==> config.mk <==
export PLATFORM = sky130hd
export DESIGN_NAME = phy_tune_seq
export DESIGN_NICKNAME = d
export VERILOG_FILES = /design/src/rtl/phy_tune_seq.sv
export SDC_FILE = /design/constraint.sdc
export NUM_CORES = 1
export LEC_CHECK = 0
export BUFFER_PORTS_ARGS = -buffer_cell sky130_fd_sc_hd__buf_2
export CAP_MARGIN = 20
export CORE_UTILIZATION = 45
export DETAILED_ROUTE_END_ITERATION = 16
export PLACE_DENSITY = 0.81
export SETUP_SLACK_MARGIN = 0.02
export SLEW_MARGIN = 20
export SYNTH_ARGS = -nofsm -noshare
export SYNTH_HDL_FRONTEND = slang
export SYNTH_SLANG_ARGS = --single-unit
==> constraint.sdc <==
create_clock -name clk -period 2.38 [get_ports clk]
set_input_delay 0.119 -clock clk [delete_from_list [all_inputs] [get_ports clk]]
set_output_delay 0.119 -clock clk [all_outputs]
set_load 0.05 [all_outputs]
==> src/rtl/phy_tune_seq.sv <==
module phy_tune_seq #(
  parameter int         DELAY_CYCLES  = 125,
  parameter bit         KEEP_UNMASKED = 1'b0,
  parameter logic [5:0] EQ_ADJ_VAL    = 6'd0,
  parameter logic [3:0] VCO_VAL       = 4'd5
) (
  input  logic        clk,
  input  logic        rst_n,
  input  logic        start,
  input  logic        stop,
  input  logic [31:0] tp_sample,
  output logic        busy,
  output logic        done,
  output logic [31:0] tp_drive,
  output logic        tp_strobe,
  output logic [31:0] phy_rst_ctl
);

  localparam int CW = $clog2(DELAY_CYCLES + 1);
  localparam logic [CW-1:0] CNT_LOAD = CW'(DELAY_CYCLES - 1);
  localparam logic [1:0] LAST_PARAM = 2'd2;
  localparam logic [2:0] LAST_ACC = 3'd4;

  typedef enum logic [2:0] {S_IDLE, S_ACC, S_SETTLE, S_HOLD, S_EXIT} state_t;

  state_t        state;
  logic [1:0]    pi;
  logic [2:0]    ai;
  logic [2:0]    st;
  logic [CW-1:0] cnt;
  logic [7:0]    cap;
  logic          man_q, rel_q, done_q;

  function automatic logic [4:0] p_addr(input logic [1:0] p);
    case (p)
      2'd0:    return 5'd0;
      2'd1:    return 5'd6;
      default: return 5'd26;
    endcase
  endfunction

  function automatic logic [7:0] p_mask(input logic [1:0] p);
    case (p)
      2'd0:    return 8'h08;
      2'd1:    return 8'h3F;
      default: return 8'hF0;
    endcase
  endfunction

  function automatic logic [7:0] p_val(input logic [1:0] p);
    case (p)
      2'd0:    return 8'h08;
      2'd1:    return {2'b00, EQ_ADJ_VAL};
      default: return {VCO_VAL, 4'h0};
    endcase
  endfunction

  logic       rd_acc;
  logic       last_step;
  logic [7:0] wdata;
  logic [7:0] dfield;
  logic       unused_hi;

  assign rd_acc    = (ai == 3'd0) || (ai == LAST_ACC);
  assign last_step = (st == (rd_acc ? 3'd6 : 3'd4));

  generate
    if (KEEP_UNMASKED) begin : g_merge
      assign wdata = (cap & ~p_mask(pi)) | (p_mask(pi) & p_val(pi));
    end else begin : g_plain
      assign wdata = p_mask(pi) & p_val(pi);
    end
  endgenerate

  assign dfield    = rd_acc ? 8'd1 : wdata;
  assign tp_drive  = (state == S_ACC) ? {18'b0, dfield, p_addr(pi), (ai == 3'd2)} : 32'b0;
  assign tp_strobe = (state == S_ACC) && st[0];
  assign busy      = (state != S_IDLE);
  assign done      = done_q;
  assign phy_rst_ctl = {23'b0, man_q, 7'b0, rel_q};
  assign unused_hi = ^tp_sample[31:8];

  always_ff @(posedge clk or negedge rst_n) begin
    if (!rst_n) begin
      cap <= 8'h00;
    end else if (state == S_ACC && ai == 3'd0 && st == 3'd5) begin
      cap <= tp_sample[7:0];
    end
  end

  always_ff @(posedge clk or negedge rst_n) begin
    if (!rst_n) begin
      state  <= S_IDLE;
      pi     <= 2'd0;
      ai     <= 3'd0;
      st     <= 3'd0;
      cnt    <= '0;
      man_q  <= 1'b0;
      rel_q  <= 1'b0;
      done_q <= 1'b0;
    end else begin
      done_q <= 1'b0;
      case (state)
        S_IDLE: begin
          if (stop) begin
            state <= S_EXIT;
          end else if (start) begin
            state <= S_ACC;
            pi    <= 2'd0;
            ai    <= 3'd0;
            st    <= 3'd0;
          end
        end
        S_ACC: begin
          if (last_step) begin
            st <= 3'd0;
            if (ai == LAST_ACC) begin
              ai <= 3'd0;
              if (pi == LAST_PARAM) begin
                state <= S_SETTLE;
                cnt   <= CNT_LOAD;
              end else begin
                pi <= pi + 2'd1;
              end
            end else begin
              ai <= ai + 3'd1;
            end
          end else begin
            st <= st + 3'd1;
          end
        end
        S_SETTLE: begin
          if (cnt == '0) begin
            man_q <= 1'b1;
            rel_q <= 1'b1;
            cnt   <= CNT_LOAD;
            state <= S_HOLD;
          end else begin
            cnt <= cnt - 1'b1;
          end
        end
        S_HOLD: begin
          if (cnt == '0) begin
            done_q <= 1'b1;
            state  <= S_IDLE;
          end else begin
            cnt <= cnt - 1'b1;
          end
        end
        S_EXIT: begin
          man_q  <= 1'b1;
          rel_q  <= 1'b0;
          done_q <= 1'b1;
          state  <= S_IDLE;
        end
        default: state <= S_IDLE;
      endcase
    end
  end

endmodule

# Word level (Yosys, flattened, before mapping)
# Cells that the tools add are included.
# W data, S select, Z words.
dict set report op_classes {
  muxes 38
  eq_ne 19
  addsub 4
  reduce_logical 16
  bitwise 1
}
# cell count
set op_table {}
lappend op_table {{$mux W3} 12}
lappend op_table {{$mux W7} 5}
lappend op_table {{$pmux W7 S3} 1}
lappend op_table {{$ne A2 B2 Y1 const B} 8}
lappend op_table {{$pmux W8 S2} 1}
lappend op_table {{$mux W14} 1}
lappend op_table {{$pmux W7 S2} 1}
lappend op_table {{$mux W2} 6}
lappend op_table {{$pmux W3 S2} 2}
lappend op_table {{$pmux W3 S4} 1}
lappend op_table {{$reduce_and A6 Y1} 2}
lappend op_table {{$pmux W5 S2} 1}
lappend op_table {{$eq A3 B2 Y1 const B} 3}
lappend op_table {{$and A8 B8 Y8} 1}
lappend op_table {{$mux W8} 1}
lappend op_table {{$logic_not A7 Y1} 1}
lappend op_table {{$sub A7 B1 Y7 const B} 1}
lappend op_table {{$add A3 B1 Y3 const B} 2}
lappend op_table {{$eq A3 B3 Y1 const B} 2}
lappend op_table {{$logic_not A3 Y1} 2}
lappend op_table {{$pmux W1 S2} 3}
lappend op_table {{$reduce_bool A3 Y1} 2}
lappend op_table {{$reduce_and A5 Y1} 1}
lappend op_table {{$pmux W2 S2} 1}
lappend op_table {{15 further kinds} 17}
dict set report totals {
  reg_bits 21
  wordCells 86
  output_inout_bits 67
  in_bits 36
}

# Longest topological paths before layout
# Gate-level depths: netlist of run 1.
dict set report logic_depth {
  word_depth 6
  ltp_mapped 6
  depth_no_buf 6
}

# Least setup slack after synthesis of run 1
# Ideal clock, no wire load.
dict set report synth_timing {
  path_kind {flip-flop to output port}
  startpoint {reg state[2]}
  endpoint {out tp_drive[12]}
  path_buffers 3
  slack_ns -0.669
  arrival_ns 2.930
  stages_incl_launch_ff 6
  t_required_ns 2.261
  cell_sequence {dfrtp_1 buf_2 or3b_1 buf_6 nor4_1 buf_4}
}
dict set report synth_via {
  elab_chain_len 2
}
# item line_no
set synth_rtl {}
lappend synth_rtl {{start, declared} 26} ;# state_t state;
lappend synth_rtl {{start signal, assigned} 93} ;# state <= S_IDLE;
lappend synth_rtl {{start signal, assigned} 106} ;# state <= S_EXIT;
lappend synth_rtl {{start signal, assigned} 108} ;# state <= S_ACC;
lappend synth_rtl {{$eq A3 B1 Y1} 76} ;# assign tp_drive = (state == S_ACC) ? {18'b0, dfield, p_addr(pi), (ai == 3'd2)} : 32'b0;
lappend synth_rtl {{$mux W14} 76}
lappend synth_rtl {{end, declared} 14} ;# output logic [31:0] tp_drive,
# No other way between the ends.

# Worst setup path in the final report of run 1
dict set report layout_timing {
  startpoint {reg state[0]}
  endpoint {out tp_drive[0]}
}
# The elaborated chain is that of the path after synthesis.

==> summary.txt, run 1 <==
Critical path
  – CP Launch Type: register
  – CP cell instances: or3b_1 -> nor2_1 -> and2_1 -> buf_2
  – Critical path data required time: roughly 2.3 ns
  – Largest stage delay, worst path: roughly 0.62 ns
  – Worst path bufs/invs: 1
  – Kind of critical path: reg2out
  – CP delay by family, top: simple AND/OR/NAND/NOR gates
  – CP max stage cell: dfrtp_1
  – Worst Setup End Kind: primary output
  – CP arrival: just under 2 ns
  – Worst-path maximum fanout: 11

Pwr
  – Leakage: between 0.9 and 1 nW
  – Clk network pwr share: a little over an eighth
  – Worst vdd ir: 0.355 mV
  – Net Sw Power: between 1 and 1.5 mW
  – Combinational share of power: between 50% and 60%
  – Power Internal: 845 uW
  – Sequential power share: between 20% and 30%
  – Sw Ratio: between 50 and 60%
  – Power Density: approximately 1100 mW/mm^2

STA
  – Final setup viols: 0
  – Setup TNS: 0 ns
  – Clk_skew: 0.00346 ns
  – RSZ-0062 raised after global routing: no
  – Fmax achieved: between 400 and 500 MHz
  – Final setup margin: 0.269 ns
  – Final Max Slew Viols: 0
  – Tmin final: about 2.1 ns
  – Tcrit/Tclk final: between 80% and 90%
  – Final Hold Viols: 0

Clock tree
  – CTS Buf Count: 3
  – Reg clk slew, reported paths: around 0.09 ns
  – Cts hold-fix bufs: 1
  – Clock Root Buffer: clkbuf_8
  – CTS sink cnt: 21
  – Post-CTS setup buffers: 0
  – Post-cts resize count: 0
  – TritonCTS clock tree: built
  – CTS H-tree depth: 1
  – Skew-Pair Late Insertion Delay: between 0.2 and 0.3 ns
  – Max clock buf depth: 2

Logic synthesis
  – Synth Area in Simple Gates: 19.9%
  – Post-Synth Adder-Cell Area: a little under 7%
  – Register area share after synthesis: between 20% and 30%
  – Number of synthesized register bits: 21
  – Largest family of logic cells by synthesized area: buffers and inverters
  – Top-count cell post-synth: buf_4
  – Top cells by area, synth: dfrtp_1 (29%), buf_4 (24%), ha_1 (6.9%)
  – Syn avg cell area: slightly above 9 um^2
  – Post-synthesis xor/xnor area fraction: approximately 1.4%
  – Compound-Gate Fraction of Synth Area: approximately 12%
  – Share of the synthesized area in the top cell type: roughly 29%
  – Post-synthesis mux area share: 3.58%
  – Synth cell types: 51
  – Most used DFF post-synth: dfrtp_1
  – Top cells by count, synth: buf_4 (57), dfrtp_1 (21), ha_1 (10), nor2_1 (10), nand2_1 (9)
  – Post-Syn Area: about 0.0018 mm^2
  – Synthesis Warnings: 0
  – Number of flops mapped to enable cells by yosys: 0
  – Cell taking the most area after synthesis: dfrtp_1
  – Async set or reset register ratio after synthesis: 100%
  – Post-Synthesis Cells: between 150 and 200

Final layout
  – Nets@finish: 258
  – P&R area growth vs syn: -2.06%
  – Layout cells sized above 1: around 18%
  – Ant. Diodes: 0
  – Final Instance Area: 0.00178 mm^2

Route
  – First-pass DRT Iterations: 4
  – DR WL/cell: around 12 um
  – Antenna-violating nets left: 0
  – Vias: 1279
  – Vias per cell: between 4 and 5
  – Initial DRC Count: 27
  – # DRC: 0
  – Routed WL: about 3100 um

Global route
  – First-pass GRT wire length: around 5200 um
  – Vias in the first global route: between 1000 and 1500
  – Remaining global-route overflow: 0
  – Gr usage total: between 10% and 20%
  – Largest net degree at the start of global routing: 22
  – Initial antenna violation count: 0

Placement
  – Hpwl dp: 2350 um
  – Gpl congestion: between 0.8 and 0.9
  – Placed inst area: between 0.0015 and 0.002 mm^2
  – # port buffers: 17
  – Setup WS pre-CTS: 0.318 ns

Die
  – Row count: 22
  – Starting Density: about half
  – Die W: between 60 and 70 um
  – DIE HEIGHT: ~66 um
  – IO Count: a little over 100
  – DIE AREA: 0.00430 mm^2
  – Core Region: roughly 0.0038 mm^2

Worst hold path
  – HP Class: in2reg

Run status
  – Status: complete, no violations

Job
  – Max cap viols: 0
-- layout by cell type, fill, tap and decap left out, types with 5 or more instances in the layout --
| cell type | Yosys | layout |
|---|---|---|
| ha_1 | 10 | 10 |
| conb_1 | 1 | 53 |
| mux2i_1 | 5 | 5 |
| nor2_1 | 10 | 10 |
| nor4_2 | 4 | 5 |
| inv_1 | 8 | 8 |
| buf_2 | 2 | 17 |
| nand2_1 | 9 | 9 |
| dfrtp_1 | 21 | 21 |
| and2_1 | 5 | 5 |
-- registers in the layout, summed over array words and instances (netlist names) --
name / count
cnt: 7
ai: 3
done: 1
st: 3
man_q: 1
state: 3
pi: 2
rel_q: 1
-- worst register-to-register path, stage by stage, from the launching register on --
cell and delay [ns]:
dfrtp_1 0.39, inv_1 0.14, ha_1 0.35, xor2_2 0.20, nor4_2 0.39, or2_4 0.20
mux2_4 0.29
-- power by group through the flow --
| stage | clock, mW | combinational, mW | sequential (mW) |
|---|---|---|---|
| after floorplan | 0 | 1.05 | 0.507 |
| after global placement | 0 | 1.08 | 0.534 |
| after detailed placement | 0 | 1.11 | 0.541 |
| after CTS | 0.246 | 1.12 | 0.535 |
| after global routing | 0.265 | 1.20 | 0.549 |
| final | 0.245 | 1.11 | 0.538 |
-- worst paths after layout --
check | from | slack (ns) | depth (start not counted) | endpoint
min | stop | 0.10 | 2 | state[2]
min in group asynchronous | rst_n | 0.34 | 2 | cnt[6]
max reg2reg | ai[0] | 0.31 | 6 | cnt[1]
min reg2reg | man_q | 0.47 | 1 | man_q
max in group asynchronous | rst_n | 1.70 | 2 | st[1]
max | state[0] | 0.27 | 4 | tp_drive[0]
-- cells by family (layout without fill, tap and decap cells) --
| logic type | Yosys count | after routing |
|---|---|---|
| AO/OA/AOI/OAI | 30 | 30 |
| XOR/XNOR | 2 | 2 |
| adder cells (fa/ha/maj) | 10 | 10 |
| buffers and inverters | 69 | 32 |
| flip-flops | 21 | 21 |
| multiplexers | 6 | 6 |
| other | 1 | 53 |
| AND/OR/NAND/NOR | 57 | 57 |
-- stage by stage --
step                instances  power (mW)  hold WS (ns)  util [%]
global route              259        2.02         0.108      47.2
floorplan                 248        1.56        -0.177         -
finish                    259        1.89         0.104      47.2
global placement          254        1.61         0.107      45.8
detailed placement        254        1.65         0.111      45.8
CTS                       259        1.90         0.105      47.2
-- area by class of cell --
class                           count  area [um^2]
Clock buffer                        3         41.3
Clock inverter                      1         5.00
Fill cell                         381         1990
Inverter                            8         30.0
Multi-Input combinational cell    158         1010
Sequential cell                    21          526
Tap cell                           48         60.1
Timing Repair Buffer               20          110
-- routing by layer --
layer	wire length, um	global-route usage (%)	up-vias
li1	-	-	596
met1	1340	19.4	624
met2	1590	26.5	55
met3	168	3.30	4
met4	47	6.79	0
met5	0	0	-
(Power assumes the default switching activity.)
==> run 2, diff against run 1 <==
- clock period: 2.38 -> 2.15 ns (I/O delays scaled with it)
==> summary.txt, run 2 (synthesis gave the netlist of run 1 again) <==
Pwr
  – Combinational share of power: 60.0% (+1.3 points)
  – Sw Ratio: 54.3% (-1.1 points)
  – Power Density: 1180 mW/mm^2 (+11%)
  – Worst vdd ir: 0.407 mV (+15%)
  – Design Power: 2.11 mW (+11%)
  – Sequential power share: 27.3% (-1.1 points)
  – Net Sw Power: 1.15 mW (+9.2%)
  – Power Internal: 965 uW (+14%)
  – Clk network pwr share: 12.7% (-0.3 points)
  – Leakage: 0.911 nW (+0.75%)

Route
  – First-pass DRT Iterations: 4 (unchanged)
  – Initial DRC Count: 48 (+78%)
  – Routed WL: 2960 um (-5.7%)
  – Antenna-violating nets left: 0 (unchanged)
  – Vias per cell: 4.81 (-2.6%)
  – DR WL/cell: 11.3 um (-6.4%)
  – # DRC: 0 (unchanged)
  – Vias: 1256 (-1.8%)

Critical path
  – Largest stage delay, worst path: 0.58 ns (-0.04 ns)
  – Critical path data required time: 2.04 ns (-0.22 ns)
  – Worst path bufs/invs: 1 (unchanged)
  – Setup slack, reg-to-reg: 0.18 ns (-0.13 ns)
  – CP Launch Type: register
  – Worst-path maximum fanout: 13 (+2)
  – CP cell instances: or3b_1 -> nor2_1 -> and2_1 -> buf_2
  – Worst R2R Path Depth: 6 (unchanged)
  – Reg2reg end: cnt[1]
  – CP delay by family, top: simple AND/OR/NAND/NOR gates
  – CP arrival: 1.96 ns (-0.03 ns)
  – CP endpoint: tp_drive[0]
  – Worst Setup End Kind: primary output
  – Kind of critical path: reg2out
  – Number of cells on the critical path: 4 (unchanged)
  – CP max stage cell: or3b_1
  – Worst Setup SP: state[1]
  – Reg-to-Reg Start: cnt[0]

Die
  – DIE AREA: 0.00430 mm^2 (unchanged)
  – IO Count: 103 (unchanged)
  – Row count: 22 (unchanged)
  – Starting Density: 48.2% (unchanged)
  – DIE HEIGHT: 65.6 um (unchanged)
  – Core Region: 0.00377 mm^2 (unchanged)
  – Die W: 65.6 um (unchanged)

STA
  – Final Hold Slack: 0.104 ns (-0.000156 ns)
  – Clk_skew: 0.00438 ns (+0.000914 ns)
  – Final Max Slew Viols: 0 (unchanged)
  – Final setup viols: 0 (unchanged)
  – Final Hold Viols: 0 (unchanged)
  – Fmax achieved: around 480 MHz
  – Final setup margin: 0.0808 ns (-0.188 ns)
  – Tcrit/Tclk final: between 90 and 100%
  – Tmin final: slightly above 2 ns
  – RSZ-0062 raised after global routing: no

Clock tree
  – Max clock buf depth: 2 (unchanged)
  – Cts hold-fix bufs: 1 (unchanged)
  – TritonCTS clock tree: built
  – Skew-Pair Late Insertion Delay: 0.27 ns (about the same)
  – CTS Buf Count: 3 (unchanged)
  – Post-CTS setup buffers: 0 (unchanged)
  – Clock Root Buffer: clkbuf_8
  – CTS H-tree depth: 1 (unchanged)
  – CTS sink cnt: 21 (unchanged)
  – Reg clk slew, reported paths: 0.08 ns (about the same)
  – Post-cts resize count: 0 (unchanged)

Final layout
  – Top reg by flops: cnt
  – Layout cells sized above 1: 17.8% (+0.30 points)
  – Commonest non-fill, non-tap cells in the layout: conb_1 (53), dfrtp_1 (21), buf_2 (17), nor2_1 (10), ha_1 (10)
  – Final core occ: 47.6% (+0.36 points)
  – Most common cell after layout, fill and taps aside: conb_1
  – Number of flip-flops in the largest register: 7 (unchanged)
  – Ant. Diodes: 0 (unchanged)
  – P&R area growth vs syn: -1.31%
  – Nets@finish: 260 (+0.78%)

Global route
  – Remaining global-route overflow: 0 (unchanged)
  – Gr usage total: 15.2% (-0.58 points)
  – Vias in the first global route: 1097 (-5.2%)
  – Initial antenna violation count: 0 (unchanged)
  – Largest net degree at the start of global routing: 22 (unchanged)
  – First-pass GRT wire length: 4930 um (-5.8%)

Job
  – Max cap viols: 0 (unchanged)

Placement
  – Hpwl dp: 2250 um (-4.3%)
  – # port buffers: 17 (unchanged)
  – Setup WS pre-CTS: 0.199 ns (-0.118 ns)
  – Gpl congestion: 0.888 (+0.89%)

Run status
  – Status: complete, no violations

Worst hold path
  – HP Class: in2reg
-- run 2: cell count changes in the layout (fill, tap and decap cells not counted), sizes merged --
cell	previous run	this run
buf	19	21
clkbuf	3	4
clkinv	1	0
-- run 2: per-stage QoR --
step | area, um^2 | TNS [ns] | cells
global placement | 1740 | 0 | 256
global route | 1800 | 0 | 261
finish | 1800 | 0 | 261
floorplan | 2030 | -0.315 | 248
detailed placement | 1740 | 0 | 256
CTS | 1800 | 0 | 261
-- run 2: final cells by class --
cell class	instances	area (um^2)
Clock buffer	4	45.0
Tap cell	48	60.1
Sequential cell	21	526
Timing Repair Buffer	22	125
Fill cell	373	1980
Multi-Input combinational cell	158	1010
Inverter	8	30.0
-- run 2: worst min path at each step --
| stage | cells after the start | endpoint | from | slack, ns |
|---|---|---|---|---|
| global placement | 1 | cnt[2] | rst_n | 0.09 |
| detailed placement | 1 | cnt[6] | rst_n | 0.1 |
| finish | 2 | state[2] | stop | 0.10 |
| floorplan | 0 | ai[0] | rst_n | -0.19 |
| CTS | 2 | state[2] | stop | 0.10 |
| global route | 2 | state[2] | stop | 0.11 |
-- run 2: power by group through the flow --
| stage | Sequential (mW) | Combinational, mW | Clock, mW |
|---|---|---|---|
| after floorplan | 0.561 | 1.17 | 0 |
| after global placement | 0.577 | 1.24 | 0 |
| after detailed placement | 0.585 | 1.27 | 0 |
| after CTS | 0.578 | 1.27 | 0.273 |
| after global routing | 0.587 | 1.38 | 0.284 |
| final | 0.576 | 1.27 | 0.268 |
-- run 2: layer usage --
metal / wire length (um) / global-route usage, %
met1: 1310 / 18.6
met2: 1420 / 25.3
met3: 160 / 2.78
met4: 69 / 8.15
met5: 0 / 0
